<file path="src/rtl/cp_seq_pkg.sv">
package cp_seq_pkg;
  localparam logic [2:0] PH_IDLE  = 3'd0;
  localparam logic [2:0] PH_FIRST = 3'd1;
  localparam logic [2:0] PH_BUSY  = 3'd2;
  localparam logic [2:0] PH_INTR  = 3'd3;
  localparam logic [2:0] PH_XFER  = 3'd4;
  localparam logic [2:0] PH_DATA  = 3'd5;

  localparam logic [1:0] RP_DONE = 2'd0;
  localparam logic [1:0] RP_BUSY = 2'd1;
  localparam logic [1:0] RP_CANT = 2'd2;
  localparam logic [1:0] RP_INC  = 2'd3;

  localparam logic [2:0] K_WRITE = 3'd0;
  localparam logic [2:0] K_READ  = 3'd1;
  localparam logic [2:0] K_INT   = 3'd2;
  localparam logic [2:0] K_LOAD  = 3'd3;
  localparam logic [2:0] K_STORE = 3'd4;

  localparam logic [1:0] RC_OK    = 2'd0;
  localparam logic [1:0] RC_UNDEF = 2'd1;
  localparam logic [1:0] RC_ABORT = 2'd2;
  localparam logic [1:0] RC_INTR  = 2'd3;

  localparam logic [1:0] CZ_NONE  = 2'd0;
  localparam logic [1:0] CZ_RESET = 2'd1;
  localparam logic [1:0] CZ_FAST  = 2'd2;
  localparam logic [1:0] CZ_NORM  = 2'd3;

  typedef enum logic [2:0] {
    ST_IDLE, ST_FIRST, ST_WAIT, ST_BUSY, ST_INTR, ST_XFER, ST_TAIL, ST_DATA
  } seq_state_e;
endpackage

</file>
<file path="src/rtl/cp_pend_arb.sv">
module cp_pend_arb
  import cp_seq_pkg::*;
(
  input  logic       req_reset_n,
  input  logic       req_fast_n,
  input  logic       req_norm_n,
  input  logic       mask_fast,
  input  logic       mask_norm,
  output logic       pend_o,
  output logic [1:0] cause_o
);
  always_comb begin
    cause_o = CZ_NONE;
    if (!req_reset_n)                  cause_o = CZ_RESET;
    else if (!req_fast_n && !mask_fast) cause_o = CZ_FAST;
    else if (!req_norm_n && !mask_norm) cause_o = CZ_NORM;
  end
  assign pend_o = (cause_o != CZ_NONE);
endmodule

</file>
<file path="src/rtl/cp_addr_unit.sv">
module cp_addr_unit #(
  parameter int AW        = 32,
  parameter int LIM_W     = 26,
  parameter int VEC_BYTES = 32
) (
  input  logic          clk,
  input  logic          rst_n,
  input  logic          load_i,
  input  logic [AW-1:0] addr_i,
  input  logic          new_store_i,
  input  logic          step_i,
  input  logic          cur_store_i,
  output logic [AW-1:0] cur_o,
  output logic          fault_new_o,
  output logic          fault_cur_o
);
  localparam logic [AW-1:0] STEP = AW'(4);
  localparam logic [AW-1:0] VEC_LIM = AW'(VEC_BYTES);

  logic [AW-1:0] addr_q;
  logic [AW-1:0] new_al;
  logic hi_new, hi_cur;

  assign new_al = {addr_i[AW-1:2], 2'b00};

  generate
    if (LIM_W < AW) begin : g_lim
      assign hi_new = |new_al[AW-1:LIM_W];
      assign hi_cur = |addr_q[AW-1:LIM_W];
    end else begin : g_nolim
      assign hi_new = 1'b0;
      assign hi_cur = 1'b0;
    end
  endgenerate

  assign fault_new_o = hi_new || (new_store_i && (new_al < VEC_LIM));
  assign fault_cur_o = hi_cur || (cur_store_i && (addr_q < VEC_LIM));
  assign cur_o = addr_q;

  always_ff @(posedge clk or negedge rst_n) begin
    if (!rst_n)      addr_q <= '0;
    else if (load_i) addr_q <= new_al;
    else if (step_i) addr_q <= addr_q + STEP;
  end
endmodule

</file>
<file path="src/rtl/cp_handshake_seq.sv">
module cp_handshake_seq
  import cp_seq_pkg::*;
#(
  parameter int AW        = 32,
  parameter int DW        = 32,
  parameter int LIM_W     = 26,
  parameter int VEC_BYTES = 32
) (
  input  logic          clk,
  input  logic          rst_n,
  input  logic          op_valid,
  output logic          op_ready,
  input  logic [2:0]    op_kind,
  input  logic [AW-1:0] op_addr,
  input  logic [DW-1:0] op_wdata,
  output logic [2:0]    cp_phase,
  input  logic [1:0]    cp_reply,
  output logic [DW-1:0] cp_wdata,
  input  logic [DW-1:0] cp_rdata,
  output logic          mem_req,
  output logic          mem_we,
  output logic [AW-1:0] mem_addr,
  output logic [DW-1:0] mem_wdata,
  input  logic [DW-1:0] mem_rdata,
  input  logic          mem_abort,
  input  logic          req_reset_n,
  input  logic          req_fast_n,
  input  logic          req_norm_n,
  input  logic          mask_fast,
  input  logic          mask_norm,
  output logic          done,
  output logic [1:0]    res_code,
  output logic [1:0]    res_cause,
  output logic [DW-1:0] res_data
);
  localparam logic [DW-1:0] CC_MASK = {4'hF, {(DW-4){1'b0}}};

  seq_state_e    st, nxt;
  logic [2:0]    kind_q;
  logic [DW-1:0] src_q;
  logic          done_q;
  logic [1:0]    code_q, cause_q, pcause_q;
  logic [DW-1:0] data_q;

  logic          pend;
  logic [1:0]    cause;
  logic          fault_new, fault_cur;
  logic [AW-1:0] cur_addr;

  logic fin, ld_addr, step, cap_rd, cc_rd, set_pc;
  logic [1:0] fcode;
  logic new_is_mem;

  cp_pend_arb u_arb (
    .req_reset_n(req_reset_n), .req_fast_n(req_fast_n), .req_norm_n(req_norm_n),
    .mask_fast(mask_fast), .mask_norm(mask_norm),
    .pend_o(pend), .cause_o(cause)
  );

  cp_addr_unit #(.AW(AW), .LIM_W(LIM_W), .VEC_BYTES(VEC_BYTES)) u_addr (
    .clk(clk), .rst_n(rst_n),
    .load_i(ld_addr), .addr_i(op_addr), .new_store_i(op_kind == K_STORE),
    .step_i(step), .cur_store_i(kind_q == K_STORE),
    .cur_o(cur_addr), .fault_new_o(fault_new), .fault_cur_o(fault_cur)
  );

  assign op_ready   = (st == ST_IDLE) && !done_q;
  assign new_is_mem = (op_kind == K_LOAD) || (op_kind == K_STORE);

  always_comb begin
    nxt = st; fin = 1'b0; fcode = RC_OK;
    ld_addr = 1'b0; step = 1'b0; cap_rd = 1'b0; cc_rd = 1'b0; set_pc = 1'b0;
    unique case (st)
      ST_IDLE: if (op_valid && op_ready) begin
        ld_addr = 1'b1;
        if (new_is_mem && fault_new) begin fin = 1'b1; fcode = RC_ABORT; end
        else nxt = ST_FIRST;
      end
      ST_FIRST, ST_BUSY: begin
        if (cp_reply == RP_BUSY) nxt = ST_WAIT;
        else if (cp_reply == RP_CANT) begin
          fin = 1'b1; fcode = RC_UNDEF; cc_rd = (kind_q == K_READ);
        end else begin
          case (kind_q)
            K_WRITE, K_READ, K_LOAD: nxt = ST_XFER;
            K_STORE: if (fault_cur) begin fin = 1'b1; fcode = RC_ABORT; end
                     else nxt = ST_DATA;
            default: fin = 1'b1;
          endcase
        end
      end
      ST_WAIT: if (pend) begin nxt = ST_INTR; set_pc = 1'b1; end
               else nxt = ST_BUSY;
      ST_INTR: begin fin = 1'b1; fcode = RC_INTR; end
      ST_XFER: begin
        if (kind_q == K_READ) begin cap_rd = 1'b1; nxt = ST_TAIL; end
        else if (kind_q == K_LOAD) nxt = ST_DATA;
        else fin = 1'b1;
      end
      ST_TAIL: fin = 1'b1;
      ST_DATA: begin
        if (mem_abort) begin fin = 1'b1; fcode = RC_ABORT; end
        else if (cp_reply == RP_INC) step = 1'b1;
        else fin = 1'b1;
      end
    endcase
    if (fin) nxt = ST_IDLE;
  end

  always_ff @(posedge clk or negedge rst_n) begin
    if (!rst_n) begin
      st <= ST_IDLE; kind_q <= K_INT; src_q <= '0; done_q <= 1'b0;
      code_q <= RC_OK; cause_q <= CZ_NONE; pcause_q <= CZ_NONE; data_q <= '0;
    end else begin
      st     <= nxt;
      done_q <= fin;
      if (ld_addr) begin kind_q <= op_kind; src_q <= op_wdata; end
      if (set_pc) pcause_q <= cause;
      if (cap_rd) data_q <= cp_rdata;
      else if (cc_rd) data_q <= CC_MASK;
      if (fin) begin
        code_q  <= fcode;
        cause_q <= (fcode == RC_INTR) ? pcause_q : CZ_NONE;
      end
    end
  end

  always_comb begin
    unique case (st)
      ST_FIRST: cp_phase = PH_FIRST;
      ST_BUSY:  cp_phase = PH_BUSY;
      ST_INTR:  cp_phase = PH_INTR;
      ST_XFER:  cp_phase = PH_XFER;
      ST_DATA:  cp_phase = PH_DATA;
      default:  cp_phase = PH_IDLE;
    endcase
  end

  assign mem_req   = (st == ST_DATA);
  assign mem_we    = mem_req && (kind_q == K_STORE);
  assign mem_addr  = cur_addr;
  assign mem_wdata = cp_rdata;
  assign cp_wdata  = (st == ST_XFER && kind_q == K_WRITE) ? src_q :
                     (st == ST_DATA && kind_q == K_LOAD)  ? mem_rdata : '0;

  assign done      = done_q;
  assign res_code  = code_q;
  assign res_cause = cause_q;
  assign res_data  = data_q;
endmodule

</file>
<file path="config.mk">
export PLATFORM = sky130hd
export DESIGN_NAME = cp_handshake_seq
export DESIGN_NICKNAME = d
export VERILOG_FILES = /design/src/rtl/cp_seq_pkg.sv /design/src/rtl/cp_pend_arb.sv /design/src/rtl/cp_addr_unit.sv /design/src/rtl/cp_handshake_seq.sv
export SDC_FILE = /design/constraint.sdc
export NUM_CORES = 1
export LEC_CHECK = 0
export BUFFER_PORTS_ARGS = -buffer_cell sky130_fd_sc_hd__buf_2
export CORE_MARGIN = 2
export CORE_UTILIZATION = 42
export CTS_CLUSTER_SIZE = 40
export DETAILED_ROUTE_END_ITERATION = 16
export PLACE_DENSITY = 0.81
export SYNTH_ARGS = -nofsm -noshare
export SYNTH_HDL_FRONTEND = slang
export SYNTH_HIERARCHICAL = 1
export SYNTH_SLANG_ARGS = --single-unit
</file>
<file path="constraint.sdc">
create_clock -name clk -period 2.5 [get_ports clk]
set_input_delay 0.25 -clock clk [delete_from_list [all_inputs] [get_ports clk]]
set_output_delay 0.25 -clock clk [all_outputs]
set_load 0.01 [all_outputs]
</file>
Word level (Yosys, flattened, before mapping)

Cells that the tools add are included.

Input port bits: 142
Output and inout port bits: 139
Memories kept: 0
Word-level logic and storage cells: 117
Bits in read-only memories: 0
Bits in writable memories: 0
Latch bits: 0
Register bits after elaboration: 109

Shifts and indexed selects: 0
Mux-type cells: 53
Reduce and logical (&&, ||, !) cells: 30
Magnitude comparators: 2
Bitwise operators: 0
Equal/unequal tests: 22
$mul: 0
Divide/modulo/power cells: 0
$add $sub $neg: 1

Operator list:

| operator                                                     | number |
|---|---|
| two-way mux 32 bit                                           | 6 |
| less-than comparator 32 x 6 -> 1 bit (second input constant) | 2 |
| adder 32 x 3 -> 32 bit (second input constant)               | 1 |
| two-way mux 3 bit                                            | 9 |
| two-way mux 2 bit                                            | 11 |
| two-way mux 1 bit                                            | 21 |
| == test 3 bit (second input constant)                        | 6 |
| case mux 3 bit (5 select lines)                              | 1 |
| == test 3 x 2 -> 1 bit (second input constant)               | 4 |
| case mux 3 bit (4 select lines)                              | 1 |
| OR reduction 6 bit                                           | 2 |
| logical AND 1 bit                                            | 10 |
| != test 4 bit (second input constant)                        | 2 |
| case mux 2 bit (4 select lines)                              | 1 |
| AND reduction 7 bit                                          | 1 |
| == test 2 bit (second input constant)                        | 3 |
| == test 3 x 1 -> 1 bit (second input constant)               | 2 |
| logical NOT 3 bit                                            | 2 |
| case mux 3 bit (2 select lines)                              | 1 |
| nonzero test 2 bit                                           | 3 |
| logical NOT 1 bit                                            | 5 |
| != test 5 x 3 -> 1 bit (second input constant)               | 1 |
| != test 5 bit (second input constant)                        | 1 |
| case mux 1 bit (5 select lines)                              | 1 |
| other kinds (8)                                              | 11 |

Depth between registers and ports, before layout

Word-level depth: 10
Gate-level depth with buffers: 12
Depth with buffers taken out: 11

Modules after synthesis

Netlist, hierarchy kept.

By module, submodules not included:

| module           | area an instance (sq um) | cells an instance | sequential area each (sq um) | instances |
|---|---|---|---|---|
| cp_handshake_seq | 3766.1                   | 304               | 1928.1                       | 1 |
| cp_addr_unit     | 1978.1                   | 225               | 750.7                        | 1 |
| cp_pend_arb      | 38.8                     | 5                 | 0.0                          | 1 |

Least setup slack after synthesis

OpenSTA, ideal clock, no wires.

Kind: register to register
Start point: reg st[0]
End point: reg u_addr.addr_q[30] (netlist: u_addr/cur_o[30])
Setup time: 0.126 ns
Path buffers: 2
Setup slack: -0.025 ns
Data arrival time: 2.399 ns
Data required time: 2.374 ns
Cell stages (with the launch flop): 11
Clock period less this slack: 2.525 ns
Path through: dfrtp_1 and2_1 nand2_1 or3_1 inv_1 buf_4 and3_1 clkbuf_2 nand4_2 o41a_1 a221o_1

Elaborated cells on any way between the ends: 9
Those cells by class: 1 x eq/ne; 4 x mux; 4 x reduce/logical

RTL lines:

| element                      | line                    | text |
|---|---|---|
| start: declaration           | cp_handshake_seq.sv:38  | `seq_state_e st, nxt;` |
| start signal: assignment     | cp_handshake_seq.sv:115 | `st <= nxt;` |
| == test 3 bit                | cp_handshake_seq.sv:73  | `unique case (st)` |
| two-way mux 1 bit            | cp_handshake_seq.sv:73  |  |
| named net step               | cp_handshake_seq.sv:50  | `logic fin, ld_addr, step, cap_rd, cc_rd, set_pc;` |
| nonzero test 2 bit (no line) | n/a                     |  |
| end signal: assignment       | cp_addr_unit.sv:42      | `else if (load_i) addr_q <= new_al;` |
| end signal: assignment       | cp_addr_unit.sv:43      | `else if (step_i) addr_q <= addr_q + STEP;` |
| end: declaration             | cp_addr_unit.sv:20      | `logic [AW-1:0] addr_q;` |

The timed path passes the listed nets, and every way through them passes these cells.
A chain may end at the register's enable or synchronous reset.

Worst setup path after layout

Start point: reg kind_q[1]
End point: reg cause_q[0] (netlist: res_cause[0])

Word-level cells in the longest chain between the ends: 10
Elaborated cells on any way between the ends: 21
Those cells by class: 4 x eq/ne; 13 x mux; 4 x reduce/logical

RTL lines:

| element                         | line                    | text |
|---|---|---|
| start: declaration              | cp_handshake_seq.sv:39  | `logic [2:0] kind_q;` |
| start signal: assignment        | cp_handshake_seq.sv:117 | `if (ld_addr) begin kind_q <= op_kind; src_q <= op_wdata; end` |
| == test 3 bit *                 | cp_handshake_seq.sv:63  | `.step_i(step), .cur_store_i(kind_q == K_STORE),` |
| logical AND 1 bit *             | cp_addr_unit.sv:37      | `assign fault_cur_o = hi_cur \|\| (cur_store_i && (addr_q < VEC_LIM));` |
| logical OR 1 bit *              | cp_addr_unit.sv:37      |  |
| named net fault_cur             | cp_handshake_seq.sv:47  | `logic fault_new, fault_cur;` |
| two-way mux 2 bit               | cp_handshake_seq.sv:86  | `K_STORE: if (fault_cur) begin fin = 1'b1; fcode = RC_ABORT; end` |
| two-way mux 2 bit               | cp_handshake_seq.sv:84  | `case (kind_q)` |
| two-way mux 2 bit               | cp_handshake_seq.sv:81  | `else if (cp_reply == RP_CANT) begin` |
| two-way mux 2 bit               | cp_handshake_seq.sv:80  | `if (cp_reply == RP_BUSY) nxt = ST_WAIT;` |
| case mux 2 bit (4 select lines) | cp_handshake_seq.sv:73  |  |
| == test 2 bit                   | cp_handshake_seq.sv:123 | `cause_q <= (fcode == RC_INTR) ? pcause_q : CZ_NONE;` |
| two-way mux 2 bit               | cp_handshake_seq.sv:123 |  |
| end signal: assignment          | cp_handshake_seq.sv:123 |  |
| end: declaration                | cp_handshake_seq.sv:42  | `logic [1:0] code_q, cause_q, pcause_q;` |

The timed path passes the listed nets; every way through them passes the cells marked *.

==> results.py <==
metrics = {
    "clock_tree": {
        "clkSlewWorstSetupHoldPaths_ps": 70,
        "cts_inserted_buffers": 9,
        "clockRootBuffer": "clkbuf_16",
        "h-tree-depth": 3,
        "clock_sinks": 107,
        "cts_tree": "built",
        "clockBufferDepth": 2,
        "worstSkewPairLatency_ps": 350,
    },
    "sta": {
        "slew_viol_final": 0,
        "finalHoldViolations": 0,
        "skew_ps": 8.612,
        "setup_ws_ps": 64.83,
        "finalCritPeriodShare_pct": 97.41,
        "tightest_slew_ps": 625.1,
        "max_freq_mhz": 410.6,
        "period_minus_slack_ps": 2435,
        "rsz0062_at_grt": "true",
        "finalSetupViolCount": 0,
        "hold_slack_ps": 105.9,
        "slew_headroom_pct": 58.28,
    },
    "synthesis": {
        "synth_area_mm2": 0.005783,
        "synth_compound_area_share_pct": 18.30,
        "yosysWarnings": 6,
        "synth_area_leader_cell": "dfrtp_1",
        "synth_most_common_cell": "dfrtp_1",
        "postSynthAreaPerCell_um2": 10.83,
        "yosysTopAreaCellShare_pct": 45.87,
        "ys_ff_latch": 107,
        "synth_seq_area_share_pct": 46.32,
        "synth_top_family_by_area": "compound AO/OA/AOI/OAI gates",
        "synthDistinctLibCells": 67,
        "muxShareOfSynthArea_pct": 7.551,
        "synth_edf_count": 0,
        "async_flop_share_pct": 100.0,
        "yosys-top-cells-count": "dfrtp_1, a22o_1, nand2_1",
        "synthCells": 534,
        "synth-simple-area-share_pct": 16.92,
        "synth_area_leaders": "dfrtp_1, a22o_1, mux2_2",
        "synth-xor-area-share_pct": 1.666,
        "synthFlopType": "dfrtp_1",
        "synth_fa_ha_area_share_pct": 0.2164,
    },
    "setup_path": {
        "startpoint_type": "register",
        "slowest_stage": "dfstp_2",
        "cp_cell_sequence": "nor2_2 -> nand2_1 -> inv_1 -> nor4b_4 -> nand4_1 -> nor4_1 -> or4_1 -> o21ai_2 -> a311oi_4 -> nor4_4 -> a22o_1",
        "path_class": "register to register",
        "r2r_cells": 11,
        "r2r-start": "kind_q[1]$_DFFE_PN1P_",
        "end_kind": "register",
        "critPathMaxFanout": 5,
        "critPathTopFamily": "simple AND/OR/NAND/NOR gates",
        "slowest_delay_ps": 540,
        "path_buf_inv": 1,
        "r2r_end": "res_cause[0]$_DFFE_PN0P_",
        "cp-startpoint": "kind_q[1]$_DFFE_PN1P_",
        "rrSetupSlack_ps": 60,
        "worst_ep_arrival_time_ps": 2720,
        "worstPathRequired_ps": 2790,
    },
    "placement": {
        "port_buffers": 276,
        "dp_worst_setup_slack_ps": 51.71,
        "dp_hpwl_mm": 12.86,
        "place_congestion": 0.9067,
        "post_dp_cell_area_mm2": 0.007197,
    },
    "drt": {
        "drt_iter0_markers": 362,
        "vias": 5344,
        "avgViaCountPerCell": 5.498,
        "wirelength_mm": 17.30,
        "firstDrtPassIters": 4,
        "post_drt_wl_per_cell_um": 17.80,
        "route.detailed.drc": 0,
        "ant_nets": 0,
    },
    "die": {
        "floorplan.io_pins": 281,
        "coreArea_mm2": 0.01335,
        "die_area_mm2": 0.01472,
        "rows": 42,
        "die_w_um": 121.3,
        "start_util_pct": 43.33,
        "fp.dieH_um": 121.3,
    },
    "finish": {
        "regArea_mm2": 0.002679,
        "multi_input_area_mm2": 0.002653,
        "nets": 934,
        "syn_to_final_growth_pct": 31.31,
        "layout-drive-gt1-share_pct": 48.55,
        "fillers": 1173,
        "postLayoutCellArea_mm2": 0.007594,
    },
    "global_route": {
        "grt_max_degree": 50,
        "grt_pass1_wl_mm": 25.86,
        "grt_pass1_vias": 5129,
        "grt.total_usage_pct": 22.66,
        "antenna_found_initial": 1,
        "overflow": 0,
    },
    "power_and_ir_drop": {
        "powerDensity_mw_per_mm2": 1116,
        "irDropWorstVdd_mv": 0.6079,
        "p_total_uw": 8472,
        "p_leak_uw": 0.003827,
    },
    "run_status": {
        "status": "finished clean",
    },
    "min_path": {
        "hp-class": "input pin to register",
        "holdPathEnd": "u_addr/cur_o[3]$_DFFE_PN0N_",
        "holdPathStages": 3,
        "hold_start": "op_addr[3]",
    },
    "flow_run": {
        "cap_violations": 0,
    },
}
==> worst register-to-register path: stages, from the launching register on <==
cell and delay [ps]:
dfstp_2 540, nor2_2 30, nand2_1 70, inv_1 40, nor4b_4 120, nand4_1 130, nor4_1 60, or4_1 480
o21ai_2 200, a311oi_4 140, nor4_4 350, a22o_1 210
==> metal layers <==
layer | vias up | share of wire (%) | GRT usage, %
met5 | - | 0 | 0
met4 | 0 | 3.6 | 11.14
met3 | 44 | 7.0 | 4.182
met2 | 274 | 51 | 39.57
met1 | 2526 | 38 | 26.71
li1 | 2500 | - | -
==> report_power, final <==
part	switching, uW	internal [uW]
clock	620	902
combinational	2000	1810
sequential	581	2560
total	3200	5270
==> worst max-delay path by stage <==
| stage | endpoint | slack [ps] | cells after the start |
|---|---|---|---|
| after floorplan | u_addr/cur_o[30]$_DFFE_PN0N_ | 20 | 10 |
| after global placement | res_code[0]$_DFFE_PN0P_ | 70 | 11 |
| after detailed placement | st[0]$_DFFE_PN0P_ | 50 | 11 |
| after CTS | res_cause[0]$_DFFE_PN0P_ | 30 | 11 |
| after global routing | st[0]$_DFFE_PN0P_ | -50 | 11 |
| final | res_cause[0]$_DFFE_PN0P_ | 60 | 11 |
==> kinds of logic (layout without fill, tap and decap cells) <==
| group | count (synthesis) | in the layout |
|---|---|---|
| simple gates | 166 | 167 |
| other cells | 1 | 3 |
| compound gates | 130 | 130 |
| buf+inv | 79 | 338 |
| xor+xnor | 11 | 11 |
| fa+ha+maj | 1 | 1 |
| flops | 107 | 107 |
| mux | 39 | 39 |
==> area by class of cell <==
cell class              instances  share of cell area (%)
flip-flops and latches        107                   35.28
multi-input cells             350                   34.93
repair buffers                312                   22.15
clock buffers                  11                   3.197
well taps                     176                   2.900
clock inverters                 4                  0.9722
inverters                      11                  0.5437
diodes                          1                 0.03295
==> per-stage QoR <==
step                      util [%]  TNS, ps  cells
final                        56.89        0    972
after floorplan                  -        0    535
after global placement       53.92        0    953
after detailed placement     53.92        0    953
after global routing         56.87   -142.6    971
after CTS                    56.36        0    969
==> placed cells by master (no fill, tap or decap), types with 3 or more instances in the layout <==
cell type  instances
xor2_1             9
nor2_1            15
o21a_1             3
and4_1             5
inv_1              9
mux2_2            37
o22a_1             4
nand3_1           15
nor2b_1            5
nor3_1             6
buf_2            275
nand2b_1           9
or4_1             14
a211o_1            4
nand2_1           41
a31oi_1            6
o31a_1             3
dfrtp_1          106
o31ai_1            5
o21ai_0           16
or2_2              3
and3_1             8
nor4_1            12
nand4_1           11
o311ai_0           8
clkbuf_16          9
o211ai_1           3
buf_4             34
a22o_1            62
==> repair_timing <==
action | CTS | global route
endpoints found under the setup margin | 0 | 13
hold buffers | 1 | 0
hold endpoints to repair | 35 | 0
gates resized for setup | 0 | 8
buffers inserted | 0 | 1
==> state kept, by name (all words and copies together), names as in the netlist <==
name	count
kind_q	3
st	3
res_data	32
src_q	32
res_code	2
pcause_q	2
res_cause	2
done	1
u_addr/cur_o	30
(Power assumes the default switching activity.)
